`config.mk`:
```
export PLATFORM = sky130hd
export DESIGN_NAME = ctrl_rec_fwd
export DESIGN_NICKNAME = d
export VERILOG_FILES = /design/src/rtl/ctrl_rec_fwd_pkg.sv /design/src/rtl/crf_word_class.sv /design/src/rtl/crf_chan_sel.sv /design/src/rtl/crf_seq.sv /design/src/rtl/ctrl_rec_fwd.sv
export SDC_FILE = /design/constraint.sdc
export NUM_CORES = 1
export LEC_CHECK = 0
export ABC_AREA = 1
export BUFFER_PORTS_ARGS = -buffer_cell sky130_fd_sc_hd__buf_2
export CAP_MARGIN = 20
export CELL_PAD_IN_SITES_DETAIL_PLACEMENT = 1
export CELL_PAD_IN_SITES_GLOBAL_PLACEMENT = 2
export CORE_ASPECT_RATIO = 0.6
export CORE_UTILIZATION = 15
export CTS_BUF_LIST = sky130_fd_sc_hd__clkbuf_8
export DETAILED_ROUTE_END_ITERATION = 10
export PLACE_DENSITY_LB_ADDON = 0.05
export SYNTH_ARGS = -nofsm -noshare
export SYNTH_HDL_FRONTEND = slang
export SYNTH_SLANG_ARGS = --single-unit
```
`constraint.sdc`:
```
create_clock -name clk -period 3.25 [get_ports clk]
set_clock_uncertainty 0.2 [all_clocks]
set_input_delay 0.65 -clock clk [delete_from_list [all_inputs] [get_ports clk]]
set_output_delay 0.65 -clock clk [all_outputs]
set_load 0.03 [all_outputs]
```
`src/rtl/ctrl_rec_fwd_pkg.sv`:
```
package ctrl_rec_fwd_pkg;

   typedef enum logic [0:0] {
      ST_IDLE  = 1'b0,
      ST_DRAIN = 1'b1
   } seq_state_e;

   typedef enum logic [1:0] {
      WK_DROP = 2'd0,
      WK_TS   = 2'd1,
      WK_LEN  = 2'd2
   } word_kind_e;

endpackage

```
`src/rtl/crf_word_class.sv`:
```
module crf_word_class
   import ctrl_rec_fwd_pkg::*;
#(
   parameter int ID_WORDS  = 1,
   parameter int TS_WORDS  = 4,
   parameter int LEN_WORDS = 1,
   parameter int CNT_W     = 3
) (
   input  logic [CNT_W-1:0] word_idx_i,
   output word_kind_e       kind_o,
   output logic             last_o
);

   localparam int REC_WORDS = ID_WORDS + TS_WORDS + LEN_WORDS;
   localparam logic [CNT_W-1:0] TS_FIRST  = CNT_W'(ID_WORDS);
   localparam logic [CNT_W-1:0] LEN_FIRST = CNT_W'(ID_WORDS + TS_WORDS);
   localparam logic [CNT_W-1:0] LAST_IDX  = CNT_W'(REC_WORDS - 1);

   always_comb begin
      if (word_idx_i < TS_FIRST) begin
         kind_o = WK_DROP;
      end else if (word_idx_i < LEN_FIRST) begin
         kind_o = WK_TS;
      end else begin
         kind_o = WK_LEN;
      end
   end

   assign last_o = (word_idx_i == LAST_IDX);

endmodule

```
`src/rtl/crf_chan_sel.sv`:
```
module crf_chan_sel #(
   parameter int NUM_CH = 4,
   parameter int WORD_W = 16,
   parameter int IDX_W  = 2
) (
   input  logic [IDX_W-1:0]         sel_i,
   input  logic                     rd_en_i,
   input  logic [NUM_CH-1:0]        rec_empty_i,
   input  logic [NUM_CH*WORD_W-1:0] rec_data_i,
   output logic                     sel_empty_o,
   output logic [WORD_W-1:0]        sel_data_o,
   output logic [NUM_CH-1:0]        rec_rd_o
);

   assign sel_empty_o = rec_empty_i[sel_i];
   assign sel_data_o  = rec_data_i[sel_i*WORD_W +: WORD_W];

   for (genvar c = 0; c < NUM_CH; c++) begin : g_rd
      assign rec_rd_o[c] = rd_en_i && (sel_i == IDX_W'(c));
   end

endmodule

```
`src/rtl/crf_seq.sv`:
```
module crf_seq
   import ctrl_rec_fwd_pkg::*;
#(
   parameter int IDX_W     = 2,
   parameter int CNT_W     = 3,
   parameter bit ID_WAITS  = 1'b0
) (
   input  logic             clk,
   input  logic             rst_n,
   input  logic             ord_empty_i,
   input  logic [IDX_W-1:0] ord_idx_i,
   output logic             ord_rd_o,
   input  logic             sel_empty_i,
   input  logic             stat_full_i,
   input  word_kind_e       kind_i,
   input  logic             last_i,
   output logic [IDX_W-1:0] sel_o,
   output logic [CNT_W-1:0] word_idx_o,
   output logic             rd_en_o,
   output logic             ts_wr_o,
   output logic             len_wr_o
);

   seq_state_e       state_q;
   logic [IDX_W-1:0] sel_q;
   logic [CNT_W-1:0] cnt_q;
   logic             space_ok;
   logic             adv;

   if (ID_WAITS) begin : g_id_waits
      assign space_ok = !stat_full_i;
   end else begin : g_id_free
      assign space_ok = !stat_full_i || (kind_i == WK_DROP);
   end

   assign ord_rd_o = (state_q == ST_IDLE) && !ord_empty_i;
   assign adv      = (state_q == ST_DRAIN) && !sel_empty_i && space_ok;
   assign rd_en_o  = adv;
   assign ts_wr_o  = adv && (kind_i == WK_TS);
   assign len_wr_o = adv && (kind_i == WK_LEN);

   assign sel_o      = sel_q;
   assign word_idx_o = cnt_q;

   always_ff @(posedge clk or negedge rst_n) begin
      if (!rst_n) begin
         state_q <= ST_IDLE;
         sel_q   <= '0;
         cnt_q   <= '0;
      end else begin
         unique case (state_q)
            ST_IDLE: begin
               if (ord_rd_o) begin
                  sel_q   <= ord_idx_i;
                  cnt_q   <= '0;
                  state_q <= ST_DRAIN;
               end
            end
            ST_DRAIN: begin
               if (adv) begin
                  cnt_q <= cnt_q + 1'b1;
                  if (last_i) begin
                     state_q <= ST_IDLE;
                  end
               end
            end
            default: state_q <= ST_IDLE;
         endcase
      end
   end

endmodule

```
`src/rtl/ctrl_rec_fwd.sv`:
```
module ctrl_rec_fwd
   import ctrl_rec_fwd_pkg::*;
#(
   parameter int NUM_CH    = 4,
   parameter int WORD_W    = 16,
   parameter int ID_WORDS  = 1,
   parameter int TS_WORDS  = 4,
   parameter int LEN_WORDS = 1,
   parameter bit ID_WAITS  = 1'b0
) (
   input  logic                          clk,
   input  logic                          rst_n,
   input  logic                          ord_empty_i,
   input  logic [$clog2(NUM_CH)-1:0]     ord_idx_i,
   output logic                          ord_rd_o,
   input  logic [NUM_CH-1:0]             rec_empty_i,
   input  logic [NUM_CH*WORD_W-1:0]      rec_data_i,
   output logic [NUM_CH-1:0]             rec_rd_o,
   input  logic                          stat_full_i,
   output logic [WORD_W-1:0]             stat_data_o,
   output logic                          ts_wr_o,
   output logic                          len_wr_o
);

   localparam int IDX_W     = $clog2(NUM_CH);
   localparam int REC_WORDS = ID_WORDS + TS_WORDS + LEN_WORDS;
   localparam int CNT_W     = $clog2(REC_WORDS);

   if (NUM_CH < 2 || NUM_CH != (1 << IDX_W)) begin : g_bad_ch
      $error("NUM_CH must be a power of two, at least 2");
   end
   if (WORD_W < 1) begin : g_bad_w
      $error("WORD_W must be positive");
   end
   if (TS_WORDS < 1 || LEN_WORDS != 1 || ID_WORDS < 0) begin : g_bad_rec
      $error("record layout needs TS_WORDS >= 1, LEN_WORDS == 1, ID_WORDS >= 0");
   end

   word_kind_e         kind;
   logic               last;
   logic [IDX_W-1:0]   sel;
   logic [CNT_W-1:0]   word_idx;
   logic               rd_en;
   logic               sel_empty;

   crf_word_class #(
      .ID_WORDS (ID_WORDS),
      .TS_WORDS (TS_WORDS),
      .LEN_WORDS(LEN_WORDS),
      .CNT_W    (CNT_W)
   ) class_i (
      .word_idx_i(word_idx),
      .kind_o    (kind),
      .last_o    (last)
   );

   crf_chan_sel #(
      .NUM_CH(NUM_CH),
      .WORD_W(WORD_W),
      .IDX_W (IDX_W)
   ) sel_i (
      .sel_i      (sel),
      .rd_en_i    (rd_en),
      .rec_empty_i(rec_empty_i),
      .rec_data_i (rec_data_i),
      .sel_empty_o(sel_empty),
      .sel_data_o (stat_data_o),
      .rec_rd_o   (rec_rd_o)
   );

   crf_seq #(
      .IDX_W   (IDX_W),
      .CNT_W   (CNT_W),
      .ID_WAITS(ID_WAITS)
   ) seq_i (
      .clk        (clk),
      .rst_n      (rst_n),
      .ord_empty_i(ord_empty_i),
      .ord_idx_i  (ord_idx_i),
      .ord_rd_o   (ord_rd_o),
      .sel_empty_i(sel_empty),
      .stat_full_i(stat_full_i),
      .kind_i     (kind),
      .last_i     (last),
      .sel_o      (sel),
      .word_idx_o (word_idx),
      .rd_en_o    (rd_en),
      .ts_wr_o    (ts_wr_o),
      .len_wr_o   (len_wr_o)
   );

endmodule

```
# Yosys cells after proc, flatten, opt, wreduce, memory -nomap -nowiden
# Index checks and enable logic that the tools add are counted.
op_classes:
  add_sub_neg: 1
  n_lt_le_gt_ge: 3
  n_eq_ne: 8
  shifts: 1
  n_mux: 11
  bitwise: 1
  reduce_logical: 17
op_table:
  columns: ["cell", "n"]
  rows:
  - ["$shiftx 64x7->16", 1]
  - ["$logic_and 1x1->1", 9]
  - ["$eq 2x2->1 const B", 3]
  - ["$mux 3", 2]
  - ["$pmux 3 s2", 1]
  - ["$eq 2x1->1 const B", 2]
  - ["$logic_not 2->1", 2]
  - ["$mux 1", 4]
  - ["$mux 2", 2]
  - ["$ne 2x2->1 const B", 2]
  - ["$reduce_and 2->1", 2]
  - ["$add 3x1->3 const B", 1]
  - ["$eq 3x3->1 const B", 1]
  - ["$logic_not 1->1", 3]
  - ["$lt 2x3->1 const B", 1]
  - ["$lt 3x1->1 const B", 1]
  - ["$lt 3x3->1 const B", 1]
  - ["$bmux 1 s2", 1]
  - ["$pmux 1 s2", 1]
  - ["$logic_or 1x1->1", 1]
  - ["$not 1->1", 1]
totals:
  reg_bits: 6
  in_bits: 74
  out_inout_bits: 23
  wordCells: 45

# Longest topological paths before layout
depth:
  ltp_word: 8
  depth_mapped: 9
  ltp_nobuf: 8

# Modules after synthesis
# Synthesis repeated with hierarchy kept, for this count alone.
hier_totals:
  hier_cells: 220
  hier_area_um2: 1199.9
modules_own_cells:
  columns: ["mod", "n_inst", "cells_each", "area_each_um2", "seq_area_each_um2"]
  rows:
  - ["crf_chan_sel", 1, 170, 823.3, 0.0]
  - ["crf_seq", 1, 41, 334.1, 150.1]
  - ["crf_word_class", 1, 9, 42.5, 0.0]

# Least setup slack after synthesis
# No wires, ideal clock.
synth_timing:
  path_kind: "input port to output port"
  startpoint: "input port rec_empty_i[3]"
  endpoint: "output port rec_rd_o[3]"
  t_arrival_ns: 1.751
  required_ns: 2.400
  setup_slack_ns: 0.649
  stages: 6
  path_buffers: 1
  path_cell_list: "nand3_1 nand2_1 nor2_2 nand2_2 buf_6 nor3_1"
synth_via:
  elab_chain_cells: 6
synth_lines:
  columns: ["element", "line", "text"]
  rows:
  - ["start, declared", "ctrl_rec_fwd.sv:16", "input logic [NUM_CH-1:0] rec_empty_i,"]
  - ["$bmux 1 s2", "crf_chan_sel.sv:15", "assign sel_empty_o = rec_empty_i[sel_i];"]
  - ["$mux 1 (implied by the code)", "crf_chan_sel.sv:15", null]
  - ["$logic_not 1->1", "crf_seq.sv:37", "assign adv = (state_q == ST_DRAIN) && !sel_empty_i && space_ok;"]
  - ["$logic_and 1x1->1 (2 in series)", "crf_seq.sv:37", null]
  - ["$logic_and 1x1->1", "crf_chan_sel.sv:19", "assign rec_rd_o[c] = rd_en_i && (sel_i == IDX_W'(c));"]
  - ["end, declared", "ctrl_rec_fwd.sv:18", "output logic [NUM_CH-1:0] rec_rd_o,"]
# No other way between the ends. The select of a mux whose other input is x is not followed.

# Worst setup path in the final report
layout_timing:
  startpoint: "register seq_i.sel_q[1] (netlist: seq_i.sel_o[1])"
  endpoint: "output port rec_rd_o[3]"
layout_via:
  elab_chain_cells: 6
  word_cells_on_any_way: 7
  classes_between: "eq/ne: 1; mux: 2; reduce/logical: 4"
layout_lines:
  columns: ["element", "line", "text"]
  rows:
  - ["start, declared", "crf_seq.sv:25", "logic [IDX_W-1:0] sel_q;"]
  - ["start signal, assigned", "crf_seq.sv:54", "sel_q <= ord_idx_i;"]
  - ["$bmux 1 s2", "crf_chan_sel.sv:15", null]
  - ["$mux 1 (implied by the code)", "crf_chan_sel.sv:15", null]
  - ["$logic_not 1->1", "crf_seq.sv:37", null]
  - ["$logic_and 1x1->1 (2 in series)", "crf_seq.sv:37", null]
  - ["$logic_and 1x1->1 (*)", "crf_chan_sel.sv:19", null]
# Mark *: on every way between the ends. The rest lies on a longest branch, timed or not. The select of a mux whose other input is x is not followed.

==> flow_summary.yaml <==
clock_network:
  cts_tree: "built"
  cts-root-buf: "clkbuf_8"
  cts_hold_buf: 0
  postCtsSetupBuffers: 0
  clkLatencyLatePin_ns: 0.23
  clk_path_buf_depth: 2
  clock-sinks: 6
  cts-buffers-inserted: 3
  cts.repair.resized: 0
  ctsHtreeMaxLevel: 1
  clkTransAtPathRegs_ns: 0.04
detailed_routing:
  wirelength_met1_mm: 1.75
  routed_wl_mm: 4.10
  drt-initial-drc-count: 46
  wl_per_cell_um: 13.8
  first_pass_iters: 7
  dr_total_vias: 1332
  routed_via_density: 4.50
  top_layer_used: "met4"
  met3_length_um: 352
  drc_errors: 12
  wl_met2_mm: 1.96
  final_antenna_net_count: 0
floorplanning:
  start_util_pct: 15.9
  ioPinCount: 97
  fp.coreArea_um2: 5180
  core.rowCount: 20
  die_area_um2: 5820
  die_x_um: 97.8
  die_h_um: 59.5
synthesis:
  ys_warn_count: 0
  synth.distinct_cells: 21
  netlist_instances: 136
  avgSynthCellArea_um2: 6.07
  syn-cell-area_um2: 826
  synth_seq_cells: 6
  ys_seq_area_share_pct: 18.2
  syn_nets: 212
sta:
  maxSlewViolCount: 0
  min_period_ns: 2.70
  worst_pin_slew_ns: 0.566
  tns_ns: 0
  post-route-period-util_pct: 83.1
  finalSetupViolations: 0
  clock.fmax_mhz: 370
  max_slew_margin_pct: 62.2
  hold_viol: 0
  grt_setup_unrepaired: "false"
run:
  cap_violations: 0
global_routing:
  grt_pass1_wl_mm: 6.31
  grt_pass1_vias: 1350
  grt_start_max_net_pins: 21
  grt_antenna_before_repair: 0
  grt_remaining_overflow: 0
  grt_usage_pct: 14.0
hold_path:
  hp-class: "in2async"
pwr:
  p_leak_nw: 0.799
  ir_drop_v: 0.000331
  power.density_nw_per_um2: 1070
  power_mw: 1.50
layout:
  diodes: 0
  layout_common_cells: "buf_2, nand2_1, nand3_1, a22oi_1, inv_1"
  final_common_cell: "buf_2"
  layout.nets: 308
  layout-drive-gt1-share_pct: 47.8
  syn_to_final_growth_pct: 69.7
setup_path:
  path_max_fanout: 19
  arrival_ns: 1.85
  endpoint_kind: "output port"
  crit_type: "reg2out"
  critPathLaunchType: "flop"
  required_ns: 2.40
placed_design:
  dpl.hpwl_mm: 3.27
  port-buffer-count: 96
  gp_routability_congestion: 0.712
status:
  violations: "design-rule violations"
  outcome: "finished with violations"
[power breakdown]
| part | switching [mW] | leakage (nW) | internal, mW |
|---|---|---|---|
| logic | 0.876 | 0.706 | 0.359 |
| registers | 0.0393 | 0.0723 | 0.112 |
| clock network | 0.0353 | 0.0216 | 0.0799 |
| total | 0.950 | 0.799 | 0.550 |
[synthesized netlist by cell type, drive strengths merged]
library cell,instances,area [um^2]
a21oi,1,8.76
a22oi,15,113
buf,8,51.3
dfrtp,6,150
ha,2,25.0
inv,12,45.0
nand2,37,141
nand3,36,180
nand3b,1,7.51
nand4,1,6.26
nor2,11,53.8
nor3,3,25.0
o21ai,2,10.0
xnor2,1,8.76
[cells by family after synthesis]
| family | after synthesis | synth area share, % |
|---|---|---|
| compound gates | 18 | 15.9 |
| buf+inv | 20 | 11.7 |
| fa+ha+maj | 2 | 3.03 |
| flops | 6 | 18.2 |
| xor+xnor | 1 | 1.06 |
| simple gates | 89 | 50.2 |
[state kept, by name, summed over array words and instances, names as in the netlist]
name	cells
seq_i.state_q	1
seq_i.sel_o	2
seq_i.word_idx_o	3
[through the flow]
step | std cells | cell area, um^2 | hold slack, ns | setup slack (ns) | util [%]
finish | 296 | 1400 | 0.0523 | 0.549 | 27.1
global route | 296 | 1400 | 0.0561 | 0.412 | 27.1
CTS | 296 | 1400 | 0.0502 | 0.530 | 27.1
detailed placement | 293 | 1360 | 0.294 | 0.777 | 26.3
global placement | 293 | 1360 | 0.294 | 0.837 | 26.3
floorplan | 136 | 826 | 0.154 | 0.649 | -
[routing by layer]
layer	up-vias	global-route usage, %
met3	2	4.60
met2	59	25.5
li1	656	-
met1	615	16.3
met4	0	3.46
met5	-	0
[path summary, 6_finish.rpt]
kind / from / cells past startpoint / end / slack, ns
max in group asynchronous: rst_n / 1 / seq_i.state_q / 2.64
min in group clk: seq_i.state_q / 2 / seq_i.state_q / 0.34
max reg2reg: seq_i.sel_o[1] / 9 / seq_i.word_idx_o[0] / 1.56
min reg2reg: seq_i.state_q / 2 / seq_i.state_q / 0.34
max: seq_i.sel_o[1] / 8 / rec_rd_o[3] / 0.55
min: rst_n / 1 / seq_i.word_idx_o[2] / 0.05
[worst max-delay path: stages (launching register included)]
cell and delay, ns:
dfrtp_1 0.41, buf_4 0.31, nor2_2 0.06, nand2_1 0.06, nand2_1 0.05, nor2_2 0.12
nand2_2 0.18, nor3_1 0.20, buf_2 0.23
[cell type report]
| class | instances | area [um^2] |
|---|---|---|
| Inverter | 12 | 45.0 |
| Sequential cell | 6 | 150 |
| Tap cell | 66 | 82.6 |
| Fill cell | 696 | 3780 |
| Timing Repair Buffer | 99 | 503 |
| Multi-Input combinational cell | 110 | 579 |
| Clock buffer | 3 | 41.3 |
No activity file was read; power rests on OpenSTA's default activity.
